$ cat src/rtl/pac_pkg.sv
package pac_pkg;
  localparam int ERR_W      = 6;
  localparam int ERR_PRESENT = 0;
  localparam int ERR_WRITE   = 1;
  localparam int ERR_USER    = 2;
  localparam int ERR_RSVD    = 3;
  localparam int ERR_FETCH   = 4;
  localparam int ERR_KEY     = 5;

  typedef struct packed {
    logic fault;
    logic notPresent;
    logic rsvd;
    logic keyHit;
    logic dirPass;
    logic leafAcc;
    logic leafDirty;
  } pacDecision_t;
endpackage

$ cat src/rtl/pac_entry_check.sv
module pac_entry_check (
  input  logic present,
  input  logic rsvd,
  input  logic noExec,
  input  logic nxEnable,
  output logic valid
);
  // a no-execute flag without no-execute support is treated as reserved
  always_comb valid = present && !rsvd && !(noExec && !nxEnable);
endmodule

$ cat src/rtl/pac_datapath.sv
module pac_datapath
  import pac_pkg::*;
#(
  parameter bit REG_OUT = 1'b0
) (
  input  logic             clk,
  input  logic             rstN,
  input  logic             inValid,
  input  logic             dirPresent,
  input  logic             dirWritable,
  input  logic             dirUser,
  input  logic             dirNoExec,
  input  logic             dirRsvd,
  input  logic             dirLarge,
  input  logic             leafPresent,
  input  logic             leafWritable,
  input  logic             leafUser,
  input  logic             leafNoExec,
  input  logic             leafRsvd,
  input  logic             upperReadOnly,
  input  logic             accUser,
  input  logic             accWrite,
  input  logic             accFetch,
  input  logic             ctlNxEnable,
  input  logic             ctlSupExecProt,
  input  pacDecision_t     dec,
  output logic             dirValid,
  output logic             leafValid,
  output logic             effWritable,
  output logic             effUser,
  output logic             effExec,
  output logic             outValid,
  output logic             fault,
  output logic [ERR_W-1:0] errCode,
  output logic             setDirAccessed,
  output logic             setLeafAccessed,
  output logic             setLeafDirty
);
  localparam int OUT_W = ERR_W + 5;

  pac_entry_check i_dirCheck (
    .present(dirPresent), .rsvd(dirRsvd), .noExec(dirNoExec),
    .nxEnable(ctlNxEnable), .valid(dirValid)
  );
  pac_entry_check i_leafCheck (
    .present(leafPresent), .rsvd(leafRsvd), .noExec(leafNoExec),
    .nxEnable(ctlNxEnable), .valid(leafValid)
  );

  // rights merge: a large page makes the directory the leaf
  always_comb begin
    effWritable = dirWritable && !upperReadOnly && (dirLarge || leafWritable);
    effUser     = dirUser && (dirLarge || leafUser);
    effExec     = !dirNoExec && (dirLarge || !leafNoExec);
  end

  logic [ERR_W-1:0] errNow;
  logic [OUT_W-1:0] outNow;

  always_comb begin
    errNow              = '0;
    errNow[ERR_PRESENT] = !dec.notPresent;
    errNow[ERR_WRITE]   = accWrite;
    errNow[ERR_USER]    = accUser;
    errNow[ERR_RSVD]    = dec.rsvd;
    errNow[ERR_FETCH]   = accFetch && (ctlNxEnable || ctlSupExecProt);
    errNow[ERR_KEY]     = dec.keyHit;
    outNow = inValid ? {1'b1, dec.fault, errNow, dec.dirPass, dec.leafAcc, dec.leafDirty}
                     : '0;
  end

  logic [OUT_W-1:0] outSel;

  generate
    if (REG_OUT) begin : g_reg
      logic [OUT_W-1:0] outQ;
      always_ff @(posedge clk or negedge rstN) begin
        if (!rstN) outQ <= '0;
        else       outQ <= outNow;
      end
      assign outSel = outQ;
    end else begin : g_comb
      assign outSel = outNow;
    end
  endgenerate

  assign {outValid, fault, errCode, setDirAccessed, setLeafAccessed, setLeafDirty} = outSel;

  p_rsvd_present_r3: assert property (@(posedge clk) disable iff (!rstN)
    inValid && dec.rsvd |-> errNow[ERR_PRESENT] && dec.fault);

  p_fetch_mask_r8: assert property (@(posedge clk) disable iff (!rstN)
    inValid && !ctlNxEnable && !ctlSupExecProt |-> !errNow[ERR_FETCH]);

  p_dir_first_r13: assert property (@(posedge clk) disable iff (!rstN)
    inValid && !dirValid |-> !dec.keyHit && !dec.leafAcc);
endmodule

$ cat config.mk
export PLATFORM = sky130hd
export DESIGN_NAME = pac_datapath
export DESIGN_NICKNAME = d
export VERILOG_FILES = /design/src/rtl/pac_pkg.sv /design/src/rtl/pac_entry_check.sv /design/src/rtl/pac_datapath.sv
export SDC_FILE = /design/constraint.sdc
export NUM_CORES = 1
export LEC_CHECK = 0
export BUFFER_PORTS_ARGS = -buffer_cell sky130_fd_sc_hd__buf_4
export CAP_MARGIN = 25
export CORE_AREA = 2 2 39 41
export DETAILED_ROUTE_END_ITERATION = 8
export DIE_AREA = 0 0 41 43
export GPL_TIMING_DRIVEN = 0
export PLACE_DENSITY = 0.56
export REMOVE_ABC_BUFFERS = 1
export SLEW_MARGIN = 20
export SYNTH_ARGS = -nofsm -noshare
export SYNTH_HDL_FRONTEND = slang
export SYNTH_SLANG_ARGS = --single-unit
$ cat constraint.sdc
create_clock -name vclk -period 0.8
set_input_delay 0.16 -clock vclk [all_inputs]
set_output_delay 0.16 -clock vclk [all_outputs]
set_load 0.01 [all_outputs]
==> run summary, run 1 <==
result of the run - finished, violations left
failing checks - negative setup slack
Tcrit/Tclk final - 1.07
CLK BUF - 0
M1 GR Usage - 0.0759
synthesized area - 144 um^2
f_max - 1.17 GHz
Slew HR - 0.889
antenna violations before repair - 0
share of layout cells above drive strength 1 - 0.806
Final Max Tran Viols - 0
drt wl/cell - 9.81 um
pre-CTS setup slack - -0.0898 ns
Final Instance Area - 515 um^2
overall power - 257 uW
Site Rows - 14
hold_buf cts - 0
Max VDD drop - 0.000146 V
setup ws final - -0.0573 ns
Fin. Hold Viols - 0
min Tclk post-route - 0.857 ns
routed vias - 316
register area - 0 um^2
hold slack - 0.555 ns
final net count - 91
Iter 0 DRT Violations - 0
vias in the first global route - 282
die area - 1760 um^2
CP Max Fanout - 2
Initial Util - 0.104
final sequential cell count - 0
Chip Height - 43 um
GR peak layer - met2
DRC viols - 0
slew at the pin closest to its max-slew limit - 0.165 ns
worst path cell trace - buf_6 > nor2b_4 > nor3b_2 > buf_4
Synth Warn # - 0
Fin Setup TNS - -0.0890 ns
GRT Total Usage - 0.0809
pin count of the biggest net entering global routing - 12
total gr overflow - 0
Syn Area/Cell - 7.19 um^2
Seq/Total Area, Yosys - 0
Crit Path Class - in -> out
Slowest Stage Delay on Critical Path - 0.18 ns
Worst path slowest cell - nor3b_2
PwrDens - 498 nW/um^2
met2 Resource Use GR - 0.178
CP endpoint kind - output pin
vias per cell - 4.05
gpl congestion - 0.594
Worst Path Required - 0.64 ns
first-pass GRT wire length - 1010 um
maxcap violations - 0
fillers - 141
Leakage - 0.287 nW
RSZ-0062 raised after global routing - true
first-pass iteration count of the detailed router - 1
count of buffers from port buffering - 41
DRT Wirelength - 765 um
Final setup viols - 2
top cell type's share of synthesized area - 0.348
met3 Use GR - 0
Syn Inst Count - 20
Antenna diodes - 0
Layout area overhead - 258%
width of the die - 41 um
core area - 1380 um^2
cell taking the most area after synthesis - and2_1
Detail Route Antenna Nets - 0
I/O pins - 43
Worst setup SP type - input pin
critical path arrival - 0.70 ns
Synth area leaders - and2_1, nor3b_2, nor2b_1, o211a_1, buf_4
Min-Delay Path Class - in -> out
Yosys cell types - 9
Cell Area, Placed - 464 um^2
[critical path: cells and delay by family]
family,cells,cell delay [ns]
buffers and inverters,2,0.24
and+or+nand+nor,2,0.29
[final timing paths]
| check | slack, ns | end | depth (start not counted) | from |
|---|---|---|---|---|
| min | 0.55 | errCode[0] | 3 | dec[5] |
| max | -0.06 | dirValid | 4 | dirNoExec |
[layout make-up]
type,count,area [um^2],share of cell area
well taps,16,20.0,0.0388
repair buffers,43,338,0.655
multi-input cells,18,154,0.299
inverters,1,3.75,0.00728
[metal layers]
layer / vias up / wire (um)
met4: 0 / 0
met3: 0 / 183
met5: - / 0
met1: 126 / 198
li1: 149 / -
met2: 41 / 383
[what timing repair did]
item | CTS | global route
setup buffers | 2 | 0
endpoints found under the setup margin | 2 | 5
resized for setup | 6 | 4
pin swaps | 3 | 3
[synthesized netlist by cell type]
cell type  instances
and2_1             8
nor2b_1            3
nor3b_2            3
a21oi_1            1
buf_4              1
inv_1              1
nor2_1             1
o211a_1            1
o21a_1             1
[metrics by stage]
stage | util | instances
3_3_place_gp | 0.335 | 76
3_5_place_dp | 0.335 | 76
5_1_grt | 0.373 | 78
6_report | 0.373 | 78
2_1_floorplan | - | 19
4_1_cts | 0.363 | 78
[layout by cell type, fill, tap and decap left out]
cell | synthesis | layout
buf_4 | 1 | 39
and2_1 | 8 | 8
buf_6 | 0 | 4
nor3b_2 | 3 | 3
nor2b_4 | 0 | 2
o211a_1 | 1 | 1
nor2b_1 | 3 | 1
inv_1 | 1 | 1
a21oi_2 | 0 | 1
nor2_2 | 0 | 1
o21a_1 | 1 | 1
[logic make-up (layout without fill, tap and decap cells)]
logic type      after synthesis  after routing  share of synthesized area
simple gates                 15             15                      0.765
compound gates                3              3                      0.157
buf+inv                       2             44                     0.0783
[power breakdown]
part / internal [mW] / total (mW) / leakage (nW) / switching (mW)
clock: 0 / 0 / 0 / 0
combinational: 0.173 / 0.257 / 0.287 / 0.0836
sequential: 0 / 0 / 0 / 0
Note: power is estimated with default switching activity, not from simulation.
==> inputs of run 2 (changes only) <==
--- a/config.mk
+++ b/config.mk
@@ -11,7 +11,6 @@
 export DETAILED_ROUTE_END_ITERATION = 8
 export DIE_AREA = 0 0 41 43
 export GPL_TIMING_DRIVEN = 0
-export PLACE_DENSITY = 0.56
 export REMOVE_ABC_BUFFERS = 1
 export SLEW_MARGIN = 20
 export SYNTH_ARGS = -nofsm -noshare
==> constraint.sdc (replaced) <==
create_clock -name vclk -period 0.9
set_input_delay 0.18 -clock vclk [all_inputs]
set_output_delay 0.18 -clock vclk [all_outputs]
set_load 0.01 [all_outputs]
==> run 2 against run 1 <==
  * The run now ends clean
  * Critical path depth stayed put
  * Clock-buffer cell count unchanged
  * Via count decreased by 1.3%
  * Sequential share of layout area unchanged
  * Combinational power fell by 17%
  * First-iteration DRC count unchanged
  * Highest routed layer unchanged
  * Design area is 5.6% lower
  * Worst hold slack better by 0.039 ns
  * Final cell count decreased by 2.6%
  * Wire length shrank 17%
  * Utilization down 2.1 points
  * Die area is the same
==> run summary, run 2 (synthesized netlist as in run 1, its figures left out) <==
first-pass iteration count of the detailed router - 1
most frequent cells in the layout - buf_4, and2_1, nor3b_2
Final Instance Area - 487 um^2
Site Rows - 14
GRT Total Usage - 0.0639
hold slack - 0.594 ns
critical path arrival - 0.68 ns
Fin Setup TNS - 0 ns
Worst setup startpoint - leafNoExec
total gr overflow - 0
Tcrit/Tclk final - 0.955
min Tclk post-route - 0.860 ns
Util after Layout - 0.352
Post-CTS Setup Inserts - 0
Crit Path Class - in -> out
Final setup viols - 0
hold path cells - 3
RSZ-0062 raised after global routing - false
CP endpoint kind - output pin
commonest non-fill, non-tap cell in the layout - buf_4
slew at the pin closest to its max-slew limit - 0.124 ns
final sequential cell count - 0
first-pass GRT wire length - 834 um
GR peak layer - met2
f_max - 1.16 GHz
met3 Use GR - 0
CLK BUF - 0
M1 GR Usage - 0.0601
Max VDD drop - 0.000126 V
vias per cell - 4.11
Worst Path Required - 0.72 ns
width of the die - 41 um
setup ws final - 0.0404 ns
register area - 0 um^2
count of buffers from port buffering - 41
share of layout cells above drive strength 1 - 0.767
Inst Count DP - 76
Detail Route Antenna Nets - 0
maxcap violations - 0
vias in the first global route - 270
fillers - 146
CP Max Fanout - 2
gpl congestion - 0.647
pre-CTS setup slack - 0.0193 ns
Layout area overhead - 238%
Min-Delay Path Class - in -> out
multi-input logic area - 148 um^2
non-filler cells, final - 76
I/O pins - 43
Iter 0 DRT Violations - 0
Leakage - 0.275 nW
overall power - 213 uW
PwrDens - 437 nW/um^2
worst hold path startpoint - dirNoExec
met2 Resource Use GR - 0.141
routed vias - 312
core area - 1380 um^2
Fin. Hold Viols - 0
drt wl/cell - 8.36 um
Chip Height - 43 um
final net count - 89
CP endpoint - leafValid
DRT Wirelength - 635 um
Initial Util - 0.104
antenna violations before repair - 0
pin count of the biggest net entering global routing - 12
Cell Area, Placed - 464 um^2
die area - 1760 um^2
DRC viols - 0
Slew HR - 0.917
Antenna diodes - 0
result of the run - completed
Final Max Tran Viols - 0
Worst setup SP type - input pin
==> run 2: cell types whose count changed in the layout (fill, tap and decap cells not counted), sizes merged <==
cell  before  now
buf       43   41
==> run 2: final cells by class <==
class	instances	share of cell area
inverters	1	0.00771
multi-input cells	18	0.303
well taps	16	0.0411
repair buffers	41	0.648
==> run 2: worst max-delay path: stages <==
cell,delay (ns)
buf_6,0.09
nor2b_4,0.11
nor3b_2,0.16
buf_4,0.14
==> run 2: worst min-delay path by stage <==
stage	to	slack, ns
finish	effExec	0.59
global route	effExec	0.61
floorplan	outValid	0.36
CTS	errCode[0]	0.60
global placement	errCode[0]	0.59
detailed placement	errCode[0]	0.60
==> run 2: repair_timing <==
item                       in CTS  in global routing
setup endpoints to repair       0                  2
hold buffers                    0                  0
gates resized for setup         0                  6
==> run 2: routing by layer <==
metal / routed length, um / up-vias
met5: 0 / -
met4: 0 / 0
met3: 198 / 0
met2: 280 / 41
met1: 155 / 124
li1: - / 147
==> run 2: report_power, final <==
part           switching [mW]  internal [mW]
logic                  0.0684          0.144
clock network               0              0
registers                   0              0
total                  0.0684          0.144
==> inputs of run 3 (changes only) <==
--- a/config.mk
+++ b/config.mk
@@ -5,6 +5,7 @@
 export SDC_FILE = /design/constraint.sdc
 export NUM_CORES = 1
 export LEC_CHECK = 0
+export ABC_AREA = 1
 export BUFFER_PORTS_ARGS = -buffer_cell sky130_fd_sc_hd__buf_4
 export CAP_MARGIN = 25
 export CORE_AREA = 2 2 39 41
==> run 3 against run 2 <==
  * Die area stayed put
  * Combinational power is essentially flat
  * Total power down 1.3%
  * Critical path depth did not move
  * Maximum frequency increased by 8.2%
  * Synthesized cell count grew 110%
  * Non-clock buffer count unchanged
  * Largest cell class unchanged
  * Highest routed layer unchanged
==> run summary, run 3 <==
slew at the pin closest to its max-slew limit - 0.114 ns
WP buf/inv - 2
Fin. Hold Viols - 0
PwrDens - 435 nW/um^2
top-count cell post-synth - inv_1
drt wl/cell - 6.77 um
dpl hpwl - 586 um
Fin Setup TNS - 0 ns
GRT Total Usage - 0.0769
Final Instance Area - 483 um^2
Worst Path Required - 0.72 ns
most frequent cells in the layout - buf_4, inv_1, nor2_1
met3 Use GR - 0
CP delay by family, top - buffers and inverters
die area - 1760 um^2
M1 GR Usage - 0.114
Antenna diodes - 0
routed vias - 328
Syn Inst Count - 42
overall power - 210 uW
Site Rows - 14
Final Max Tran Viols - 0
Layout area overhead - 178%
commonest non-fill, non-tap cell in the layout - buf_4
core area - 1380 um^2
Slowest Stage Delay on Critical Path - 0.15 ns
hold_buf cts - 0
post-cts resize count - 0
Iter 0 DRT Violations - 1
CP endpoint - errCode[4]
Max VDD drop - 0.000109 V
Detail Route Antenna Nets - 0
Synth area leaders - inv_1, nor2_1, nand2_1, buf_6, buf_4
critical path arrival - 0.61 ns
antenna violations before repair - 0
Stages on worst setup path - 4
Slew HR - 0.924
gpl congestion - 0.562
pin count of the biggest net entering global routing - 12
total gr overflow - 0
Chip Height - 43 um
first-pass iteration count of the detailed router - 2
Worst path slowest cell - buf_4
Clk network pwr share - 0
Syn Area/Cell - 4.14 um^2
cell taking the most area after synthesis - inv_1
Worst setup startpoint - inValid
Min-Delay Path Class - in -> out
Worst setup SP type - input pin
Yosys cell types - 7
Leakage - 0.354 nW
DRT Wirelength - 657 um
Sequential Power Share - 0
Seq/Total Area, Yosys - 0
count of buffers from port buffering - 41
Switching Fraction - 0.376
DRC viols - 0
final sequential cell count - 0
fillers - 158
Comb power frac - 1.000
vias per cell - 3.38
synthesized area - 174 um^2
Synth Warn # - 0
met2 Resource Use GR - 0.128
Worst path most repeated cell - buf_4
f_max - 1.26 GHz
NetSw - 78.9 uW
I/O pins - 43
Final setup viols - 0
min Tclk post-route - 0.794 ns
Tcrit/Tclk final - 0.882
CP Max Fanout - 11
final net count - 110
top cell type's share of synthesized area - 0.324
Pint - 131 uW
Synth top cells by count - inv_1, nor2_1, nand2_1
maxcap violations - 0
GR peak layer - met2
Cell Area, Placed - 483 um^2
worst path cell trace - buf_4 > nand2_2 > nor2_2 > buf_4
RSZ-0062 raised after global routing - false
first-pass GRT wire length - 1060 um
CLK BUF - 0
share of layout cells above drive strength 1 - 0.531
Crit Path Class - in -> out
result of the run - completed
Post-CTS Setup Inserts - 0
vias in the first global route - 285
register area - 0 um^2
width of the die - 41 um
CP endpoint kind - output pin
Initial Util - 0.126
## run 3: worst min path at each step
stage | startpoint | end | slack, ns | depth (start not counted)
6_report | dec[5] | errCode[0] | 0.59 | 3
5_1_grt | dec[5] | errCode[0] | 0.60 | 3
4_1_cts | dec[5] | errCode[0] | 0.60 | 3
3_5_place_dp | dec[5] | errCode[0] | 0.60 | 3
3_3_place_gp | dec[5] | errCode[0] | 0.60 | 3
2_1_floorplan | inValid | outValid | 0.36 | 0
## run 3: final cells by class
class | count | area [um^2] | share of cell area
Timing Repair Buffer | 41 | 308 | 0.637
Tap cell | 16 | 20.0 | 0.0415
Inverter | 15 | 56.3 | 0.117
Multi-Input combinational cell | 25 | 98.8 | 0.205
## run 3: layer usage
metal / part of all wire / wire length, um
met5: 0 / 0
met4: 0 / 0
met3: 0.15 / 100
met2: 0.45 / 294
met1: 0.40 / 261
## run 3: per-stage QoR
step                setup slack [ns]  hold WS (ns)  std cells   util
floorplan                      0.298         0.360         40      -
global placement               0.120         0.595         97  0.349
detailed placement             0.101         0.596         97  0.349
CTS                           0.0995         0.596         97  0.349
global route                  0.0248         0.602         97  0.349
finish                         0.106         0.595         97  0.349
## run 3: cell families after synthesis
family        after synthesis  share of synthesized area
simple gates               25                      0.568
buf+inv                    17                      0.432
## run 3: power groups by stage
| stage | clock (mW) | combinational, mW | sequential [mW] |
|---|---|---|---|
| 6_report | 0 | 0.210 | 0 |
| 3_3_place_gp | 0 | 0.209 | 0 |
| 5_1_grt | 0 | 0.235 | 0 |
| 2_1_floorplan | 0 | 0.0601 | 0 |
| 3_5_place_dp | 0 | 0.212 | 0 |
| 4_1_cts | 0 | 0.213 | 0 |
